File: src/rtl/sdram_init_pkg.sv
package sdram_init_pkg;

    typedef enum logic [2:0] {
        ST_HOLD,
        ST_PRECHARGE,
        ST_WAIT_RP,
        ST_REFRESH,
        ST_WAIT_RFC,
        ST_LOAD_MODE,
        ST_WAIT_MRD,
        ST_DONE
    } init_state_e;

    typedef struct packed {
        logic cs_n;
        logic ras_n;
        logic cas_n;
        logic we_n;
    } sdram_cmd_t;

    localparam sdram_cmd_t CMD_NOP       = '{cs_n: 1'b0, ras_n: 1'b1, cas_n: 1'b1, we_n: 1'b1};
    localparam sdram_cmd_t CMD_PRECHARGE = '{cs_n: 1'b0, ras_n: 1'b0, cas_n: 1'b1, we_n: 1'b0};
    localparam sdram_cmd_t CMD_REFRESH   = '{cs_n: 1'b0, ras_n: 1'b0, cas_n: 1'b0, we_n: 1'b1};
    localparam sdram_cmd_t CMD_LOAD_MODE = '{cs_n: 1'b0, ras_n: 1'b0, cas_n: 1'b0, we_n: 1'b0};

    // Whole clock cycles covering a delay in ns, rounded up.
    function automatic int unsigned ns_to_cycles(input int unsigned delay_ns,
                                                 input int unsigned period_ps);
        return (delay_ns * 1000 + period_ps - 1) / period_ps;
    endfunction

    function automatic int unsigned at_least(input int unsigned value,
                                             input int unsigned floor_val);
        return (value < floor_val) ? floor_val : value;
    endfunction

    function automatic int unsigned larger(input int unsigned a, input int unsigned b);
        return (a > b) ? a : b;
    endfunction

endpackage

File: src/rtl/init_wait_timer.sv
// Free-running cycle counter that restarts at zero whenever the sequencer
// changes state; saturates so a terminal state never wraps it.
module init_wait_timer #(
    parameter int WIDTH = 16
) (
    input  logic             clk,
    input  logic             rst_n,
    input  logic             restart,
    output logic [WIDTH-1:0] count
);

    always_ff @(posedge clk or negedge rst_n) begin
        if (!rst_n) begin
            count <= '0;
        end else if (restart) begin
            count <= '0;
        end else if (count != '1) begin
            count <= count + 1'b1;
        end
    end

endmodule

File: src/rtl/init_refresh_tally.sv
// Counts issued refresh commands; flags when the required number is reached.
module init_refresh_tally #(
    parameter int TARGET = 8
) (
    input  logic clk,
    input  logic rst_n,
    input  logic bump,
    output logic reached
);

    localparam int TW = $clog2(TARGET + 1);

    logic [TW-1:0] tally;

    always_ff @(posedge clk or negedge rst_n) begin
        if (!rst_n) begin
            tally <= '0;
        end else if (bump && (tally != TW'(TARGET))) begin
            tally <= tally + 1'b1;
        end
    end

    assign reached = (tally == TW'(TARGET));

endmodule

File: src/rtl/init_cmd_encoder.sv
// Decodes the sequencer state into the memory pin values.
module init_cmd_encoder
    import sdram_init_pkg::*;
#(
    parameter int ADDR_W            = 12,
    parameter int BANK_W            = 2,
    parameter int DQM_W             = 2,
    parameter int PRECHARGE_ALL_BIT = 10
) (
    input  init_state_e       state,
    input  logic [ADDR_W-1:0] mode_value,
    output sdram_cmd_t        cmd,
    output logic              cke,
    output logic [ADDR_W-1:0] addr,
    output logic [BANK_W-1:0] ba,
    output logic [DQM_W-1:0]  dqm
);

    always_comb begin
        cmd  = CMD_NOP;
        cke  = 1'b1;
        addr = '0;
        ba   = '0;
        dqm  = '1;
        unique case (state)
            ST_PRECHARGE: begin
                cmd                     = CMD_PRECHARGE;
                addr[PRECHARGE_ALL_BIT] = 1'b1;
            end
            ST_REFRESH: begin
                cmd = CMD_REFRESH;
            end
            ST_LOAD_MODE: begin
                cmd  = CMD_LOAD_MODE;
                addr = mode_value;
            end
            ST_HOLD, ST_WAIT_RP, ST_WAIT_RFC, ST_WAIT_MRD, ST_DONE: begin
                cmd = CMD_NOP;
            end
        endcase
    end

endmodule

File: src/rtl/sdram_init_seq.sv
module sdram_init_seq
    import sdram_init_pkg::*;
#(
    parameter int CLK_PERIOD_PS     = 5000,
    parameter int HOLD_NS           = 200000,
    parameter int T_RP_NS           = 18,
    parameter int T_RFC_NS          = 66,
    parameter int REFRESH_COUNT     = 8,
    parameter int MRD_CYCLES        = 2,
    parameter int ADDR_W            = 12,
    parameter int BANK_W            = 2,
    parameter int DQM_W             = 2,
    parameter int PRECHARGE_ALL_BIT = 10
) (
    input  logic              clk,
    input  logic              rst_n,
    input  logic [ADDR_W-1:0] mode_value,
    output logic              sdram_cke,
    output logic              sdram_cs_n,
    output logic              sdram_ras_n,
    output logic              sdram_cas_n,
    output logic              sdram_we_n,
    output logic [ADDR_W-1:0] sdram_addr,
    output logic [BANK_W-1:0] sdram_ba,
    output logic [DQM_W-1:0]  sdram_dqm,
    output logic              init_done
);

    // Cycle counts, rounded up; spacing waits need at least two cycles
    // because each command occupies its own state.
    localparam int HOLD_CYC = int'(at_least(ns_to_cycles(HOLD_NS, CLK_PERIOD_PS), 1));
    localparam int RP_CYC   = int'(at_least(ns_to_cycles(T_RP_NS, CLK_PERIOD_PS), 2));
    localparam int RFC_CYC  = int'(at_least(ns_to_cycles(T_RFC_NS, CLK_PERIOD_PS), 2));
    localparam int MRD_CYC  = int'(at_least(MRD_CYCLES, 2));
    localparam int LONGEST  = int'(larger(larger(HOLD_CYC, RP_CYC), larger(RFC_CYC, MRD_CYC)));
    localparam int CNT_W    = $clog2(LONGEST + 1);

    init_state_e      state_q;
    init_state_e      state_d;
    logic [CNT_W-1:0] wait_cnt;
    logic             refresh_all;
    sdram_cmd_t       cmd;

    // State register.
    always_ff @(posedge clk or negedge rst_n) begin
        if (!rst_n) begin
            state_q <= ST_HOLD;
        end else begin
            state_q <= state_d;
        end
    end

    // Transitions.
    always_comb begin
        state_d = state_q;
        unique case (state_q)
            ST_HOLD:
                if (wait_cnt == CNT_W'(HOLD_CYC - 1)) state_d = ST_PRECHARGE;
            ST_PRECHARGE:
                state_d = ST_WAIT_RP;
            ST_WAIT_RP:
                if (wait_cnt == CNT_W'(RP_CYC - 2)) state_d = ST_REFRESH;
            ST_REFRESH:
                state_d = ST_WAIT_RFC;
            ST_WAIT_RFC:
                if (wait_cnt == CNT_W'(RFC_CYC - 2))
                    state_d = refresh_all ? ST_LOAD_MODE : ST_REFRESH;
            ST_LOAD_MODE:
                state_d = ST_WAIT_MRD;
            ST_WAIT_MRD:
                if (wait_cnt == CNT_W'(MRD_CYC - 2)) state_d = ST_DONE;
            ST_DONE:
                state_d = ST_DONE;
        endcase
    end

    init_wait_timer #(
        .WIDTH (CNT_W)
    ) u_timer (
        .clk     (clk),
        .rst_n   (rst_n),
        .restart (state_d != state_q),
        .count   (wait_cnt)
    );

    init_refresh_tally #(
        .TARGET (REFRESH_COUNT)
    ) u_tally (
        .clk     (clk),
        .rst_n   (rst_n),
        .bump    (state_q == ST_REFRESH),
        .reached (refresh_all)
    );

    init_cmd_encoder #(
        .ADDR_W            (ADDR_W),
        .BANK_W            (BANK_W),
        .DQM_W             (DQM_W),
        .PRECHARGE_ALL_BIT (PRECHARGE_ALL_BIT)
    ) u_enc (
        .state      (state_q),
        .mode_value (mode_value),
        .cmd        (cmd),
        .cke        (sdram_cke),
        .addr       (sdram_addr),
        .ba         (sdram_ba),
        .dqm        (sdram_dqm)
    );

    assign sdram_cs_n  = cmd.cs_n;
    assign sdram_ras_n = cmd.ras_n;
    assign sdram_cas_n = cmd.cas_n;
    assign sdram_we_n  = cmd.we_n;
    assign init_done   = (state_q == ST_DONE);

endmodule

File: config.mk
export PLATFORM = sky130hd
export DESIGN_NAME = sdram_init_seq
export DESIGN_NICKNAME = d
export VERILOG_FILES = /design/src/rtl/sdram_init_pkg.sv /design/src/rtl/init_wait_timer.sv /design/src/rtl/init_refresh_tally.sv /design/src/rtl/init_cmd_encoder.sv /design/src/rtl/sdram_init_seq.sv
export SDC_FILE = /design/constraint.sdc
export NUM_CORES = 1
export LEC_CHECK = 0
export BUFFER_PORTS_ARGS = -buffer_cell sky130_fd_sc_hd__clkbuf_2
export CAP_MARGIN = 20
export CORE_UTILIZATION = 38
export CTS_BUF_LIST = sky130_fd_sc_hd__clkbuf_4
export CTS_CLUSTER_DIAMETER = 50
export DETAILED_ROUTE_END_ITERATION = 8
export GPL_TIMING_DRIVEN = 0
export SYNTH_ARGS = -nofsm -noshare
export SYNTH_HDL_FRONTEND = slang
export SYNTH_SLANG_ARGS = --single-unit
File: constraint.sdc
create_clock -name clk -period 2 [get_ports clk]
set_clock_uncertainty 0.2 [all_clocks]
set_input_delay 0.4 -clock clk [delete_from_list [all_inputs] [get_ports clk]]
set_output_delay 0.4 -clock clk [all_outputs]
set_load 0.005 [all_outputs]
After elaboration in Yosys (flattened, before gate mapping):

Cells that the tools add are included.

* logic and storage cells: 36
* bits in registers: 23
* input port bits: 14
* output and inout bits: 22

* add/sub/neg operators: 2
* equality and inequality tests: 14
* mux-type cells: 12
* reduce and logical (&&, ||, !) cells: 5

Operators by type and width (count)
* 16-bit 2-to-1 mux: 2
* 3-bit case mux with 8 select lines: 1
* 16-bit by 1-bit adder with 16-bit output, second input constant: 1
* 16-bit equality test, second input constant: 1
* 16-bit by 2-bit equality test with 1-bit output, second input constant: 1
* 16-bit by 4-bit equality test with 1-bit output, second input constant: 1
* 16-bit zero test: 1
* 16-bit != test, second input constant: 1
* 4-bit case mux with 4 select lines: 1
* 3-bit 2-to-1 mux: 5
* 3-bit equality test, second input constant: 4
* 10-bit 2-to-1 mux: 1
* 3-bit by 2-bit equality test with 1-bit output, second input constant: 2
* 5-bit OR reduction: 1
* 4-bit by 1-bit adder with 4-bit output, second input constant: 1
* 4-bit equality test, second input constant: 1
* 4-bit != test, second input constant: 1
* 3-bit by 1-bit equality test with 1-bit output, second input constant: 1
* 3-bit zero test: 1
* 3-bit != test: 1
* 1-bit case mux with 2 select lines: 1
* 2-bit nonzero test: 1
* 1-bit logical AND: 1
* 1-bit 2-to-1 mux: 1

Depth between registers and ports, before layout:

* depth in word-level cells: 6
* gate-level depth with buffers: 7
* mapped depth without buffers: 6

Hierarchy:

Synthesis repeated with hierarchy kept, for this count alone.

* cells, all modules: 178
* area total of the unflattened synthesis: 1585.3 um^2

Modules (own cells, without submodules)
* init_wait_timer: seq. area each 400.4 um^2, area each 912.1 um^2, cells an instance 97, times used 1
* sdram_init_seq: seq. area each 75.1 um^2, area each 262.8 um^2, cells an instance 34, times used 1
* init_refresh_tally: seq. area each 100.1 um^2, area each 207.7 um^2, cells an instance 19, times used 1
* init_cmd_encoder: seq. area each 0.0 um^2, area each 202.7 um^2, cells an instance 28, times used 1

Worst setup path after synthesis:

Ideal clock, no wire load.

* kind: register to register
* from: register u_timer.count[1]
* to: register u_timer.count[8]
* path slack: -0.114 ns
* arrival time: 1.780 ns
* clock period less this slack: 2.114 ns
* data required time: 1.666 ns
* setup time: 0.134 ns
* buffers on the path: 1
* stages on the path, launching flop included: 7
* path through: dfrtp_1 -> ha_1 -> and4_1 -> nand3_1 -> nor4_2 -> buf_2 -> a211oi_1

* word-level cells in the longest chain between the ends: 5
* elaborated cells on any way between the ends: 15
* those cells by class: add/sub: 1; eq/ne: 5; mux: 7; reduce/logical: 2

Ends and longest elaborated chain
* start: declaration: line init_wait_timer.sv:9 `output logic [WIDTH-1:0] count`
* start signal: assignment: line init_wait_timer.sv:18 `count <= count + 1'b1;`
* 16-bit by 4-bit equality test with 1-bit output, or another cell as far along: line sdram_init_seq.sv:66 `if (wait_cnt == CNT_W'(RFC_CYC - 2))`
* 3-bit 2-to-1 mux, on equally long branches
* 3-bit case mux with 8 select lines: line sdram_init_seq.sv:56 `unique case (state_q)`
* 3-bit != test: line sdram_init_seq.sv:82 `.restart (state_d != state_q),`
* 16-bit 2-to-1 mux or 2-bit nonzero test (tied branches)

Parallel ways exist; a longest one is shown, timed or not. The select of a mux whose other input is x is not followed.
A chain may end at the register's enable or synchronous reset.

Worst setup path in the final report:

* from: register u_timer.count[6]
* to: register u_timer.count[4]

Same word-level chain as after synthesis.

==> run summary <==
Pwr dens: 337 nW/um2
Static leakage: 0.000981 uW
Crit-path max FO: 6
Post-synth EDFFs: 0
Critical path arrival: 1.98 ns
#FFs+latches synth: 23
Vias per cell: 5.40
Setup TNS: 0 ns
Syn Inst Count: 179
HP Class: register to register
Vias in the first global route: 1286
DRC viols: 0
Worst Tran Pin Value: 0.604 ns
Register-to-Register Setup Slack: 0.03 ns
Diodes inserted: 0
Synth warn: 0
Congestion Overflow GR: 0
Placer congestion estimate: 0.775
Total GRT Usage: 17.9%
Internal power: 574 uW
Chip width: 66.6 um
Area leader, netlist: dfrtp_1
Worst path cell trace: nor4_4, nand4_1, o41ai_4, buf_4, nor4_1
R2r endpoint: u_timer.count[4]
Power share of the sequential group: 62.8%
Initial drt markers: 87
CTS H-tree depth: 1
Boundary Pins: 36
Post-route ant nets: 0
Max cap viols: 0
Clock power share: 32.5%
PortBufs: 29
# setup viols final: 0
Routed vias: 1512
Dpl hpwl: 2610 um
Status: complete, no violations
CP max stage delay: 0.48 ns
Area Overhead vs Synth: 38.6%
Inserted Clock Buffers: 3
Synth area leaders: dfrtp_1 36%, and2_1 4.3%, ha_1 3.9%
Reg clk slew, reported paths: 0.14 ns
Slowest CP cell: dfrtp_2
Final hold viol count: 0
Asr flop ratio synth: 100%
Setup crit start: u_timer.count[6]
Unique masters post-synth: 40
Share of the synthesized area in the top cell type: 36.3%
Synthesized area: 1590 um2
CP Buf/Inv Count: 1
Setup CP Type: register to register
Power, Total: 740 uW
Die Ht: 66.6 um
Core area: 4000 um2
CTS max path bufs: 2
Primary FF master, synth: dfrtp_1
Peak supply drop: 0.192 mV
HP Start: u_tally.tally[3]
CP endpoint kind: register
Logic pwr share: 4.7%
Slew margin rel.: 59.7%
TritonCTS clock tree: built
Final Core Density: 55.0%
Placed Instances: 262
Fin Hold WS: 0.271 ns
Pre-antenna DRT Iters: 6
Nets: 250
Levels on crit path: 5
Largest net degree at the start of global routing: 24
Final Slew Violations: 0
NetSw: 166 uW
Post-synth top cells: 23 x dfrtp_1, 16 x nand2_1, 12 x o21ai_0
Worst r2r src: u_timer.count[6]
Routed WL per cell: 14.5 um
FF-to-FF path depth: 5
Setup crit end: u_timer.count[4]
Most common cell in the netlist: dfrtp_1
Tmin final: 1.97 ns
Post-synthesis sequential area ratio: 36.3%
Rows: 23
Critical Path RT: 2.01 ns
First-pass GRT wire length: 5930 um
Starting Density: 39.7%
Fin crit share: 98.3%
Total Die Area: 4440 um2
Unrepaired setup endpoints after global routing: yes
Initial antenna violation count: 0
Clock root cell: clkbuf_4
Fmax: 508 MHz
Share of cells above drive strength 1: 45.7%
Clock Latency Late Sink: 0.32 ns
Switching Fraction: 22.5%
Routed wire length: 4060 um
Finished Layout Cells: 280
CP Launch Type: register
Synth Area per Inst: 8.86 um2
CTS sink cnt: 23
Fill cell count: 352
Crit path max-delay family: simple AND/OR/NAND/NOR gates
==> layer usage <==
layer  GRT usage (%)  routed length, um  vias up  part of all wire (%)
met2            30.3               1960       49                    48
met3            2.05                187        6                   4.6
met4            5.05                 42        0                   1.0
met1            23.7               1870      717                    46
li1                -                  -      740                     -
met5               0                  0        -                     0
==> state kept, by name, indices dropped and copies added (netlist names) <==
signal         cells
u_timer.count     16
u_tally.tally      4
state_q            3
==> cell usage in the layout, fill, tap and decap left out, drive strengths merged, types with 7 or more instances in the layout <==
| master | synthesis | final |
|---|---|---|
| nor4 | 8 | 8 |
| nand2 | 16 | 16 |
| inv | 9 | 9 |
| or3 | 7 | 7 |
| clkbuf | 4 | 23 |
| buf | 11 | 38 |
| nor3 | 8 | 8 |
| nor2 | 8 | 8 |
| o21ai | 12 | 12 |
| and2 | 11 | 11 |
| a211oi | 9 | 9 |
| dfrtp | 23 | 23 |
==> logic make-up after synthesis <==
logic type / Yosys count / synth area share [%]
XOR/XNOR: 5 / 2.76
AND/OR/NAND/NOR: 83 / 31.1
adder cells (fa/ha/maj): 5 / 3.94
AO/OA/AOI/OAI: 32 / 14.8
multiplexers: 5 / 3.15
buffers and inverters: 24 / 7.49
flip-flops: 23 / 36.3
other: 2 / 0.473
==> how the worst min path moves through the flow <==
stage	endpoint	slack, ns	cells after the start
after CTS	u_tally.tally[3]	0.28	1
final	u_tally.tally[3]	0.27	1
after global routing	u_tally.tally[3]	0.29	1
after detailed placement	state_q[0]	0.24	1
after global placement	state_q[0]	0.24	1
after floorplan	state_q[0]	-0.1	0
==> metrics by stage <==
| step | worst slack (ns) | cell area, um2 |
|---|---|---|
| 2_1_floorplan | 0.00230 | 1610 |
| 3_3_place_gp | -0.385 | 1820 |
| 3_5_place_dp | -0.402 | 1820 |
| 4_1_cts | -0.0478 | 2040 |
| 5_1_grt | -0.0363 | 2200 |
| 6_report | 0.0333 | 2200 |
==> power groups by stage <==
stage	registers (uW)	logic (uW)	clock network (uW)
after detailed placement	474	32.6	0
after global placement	474	32.3	0
after CTS	465	34.4	249
after floorplan	474	11.5	0
final	465	35.0	240
after global routing	465	39.7	264
==> what timing repair did <==
| item | 4_1_cts | 5_1_grt |
|---|---|---|
| endpoints found under the hold margin | 23 | 0 |
| endpoints found under the setup margin | 32 | 28 |
| pin swaps | 16 | 11 |
| buffers inserted | 12 | 3 |
| hold buffers | 1 | 0 |
| gates resized for setup | 31 | 38 |
| gates cloned | 1 | 0 |
==> area by class of cell <==
type                    count  area [um2]  share of cell area [%]
repair buffers             46         345                    15.7
clock buffers               4        30.0                    1.37
inverters                   9        36.3                    1.65
plain buffers              12         103                    4.66
well taps                  50        62.6                    2.84
multi-input cells         136        1030                    46.9
flip-flops and latches     23         591                    26.8
Power figures use the tool's default switching activity.
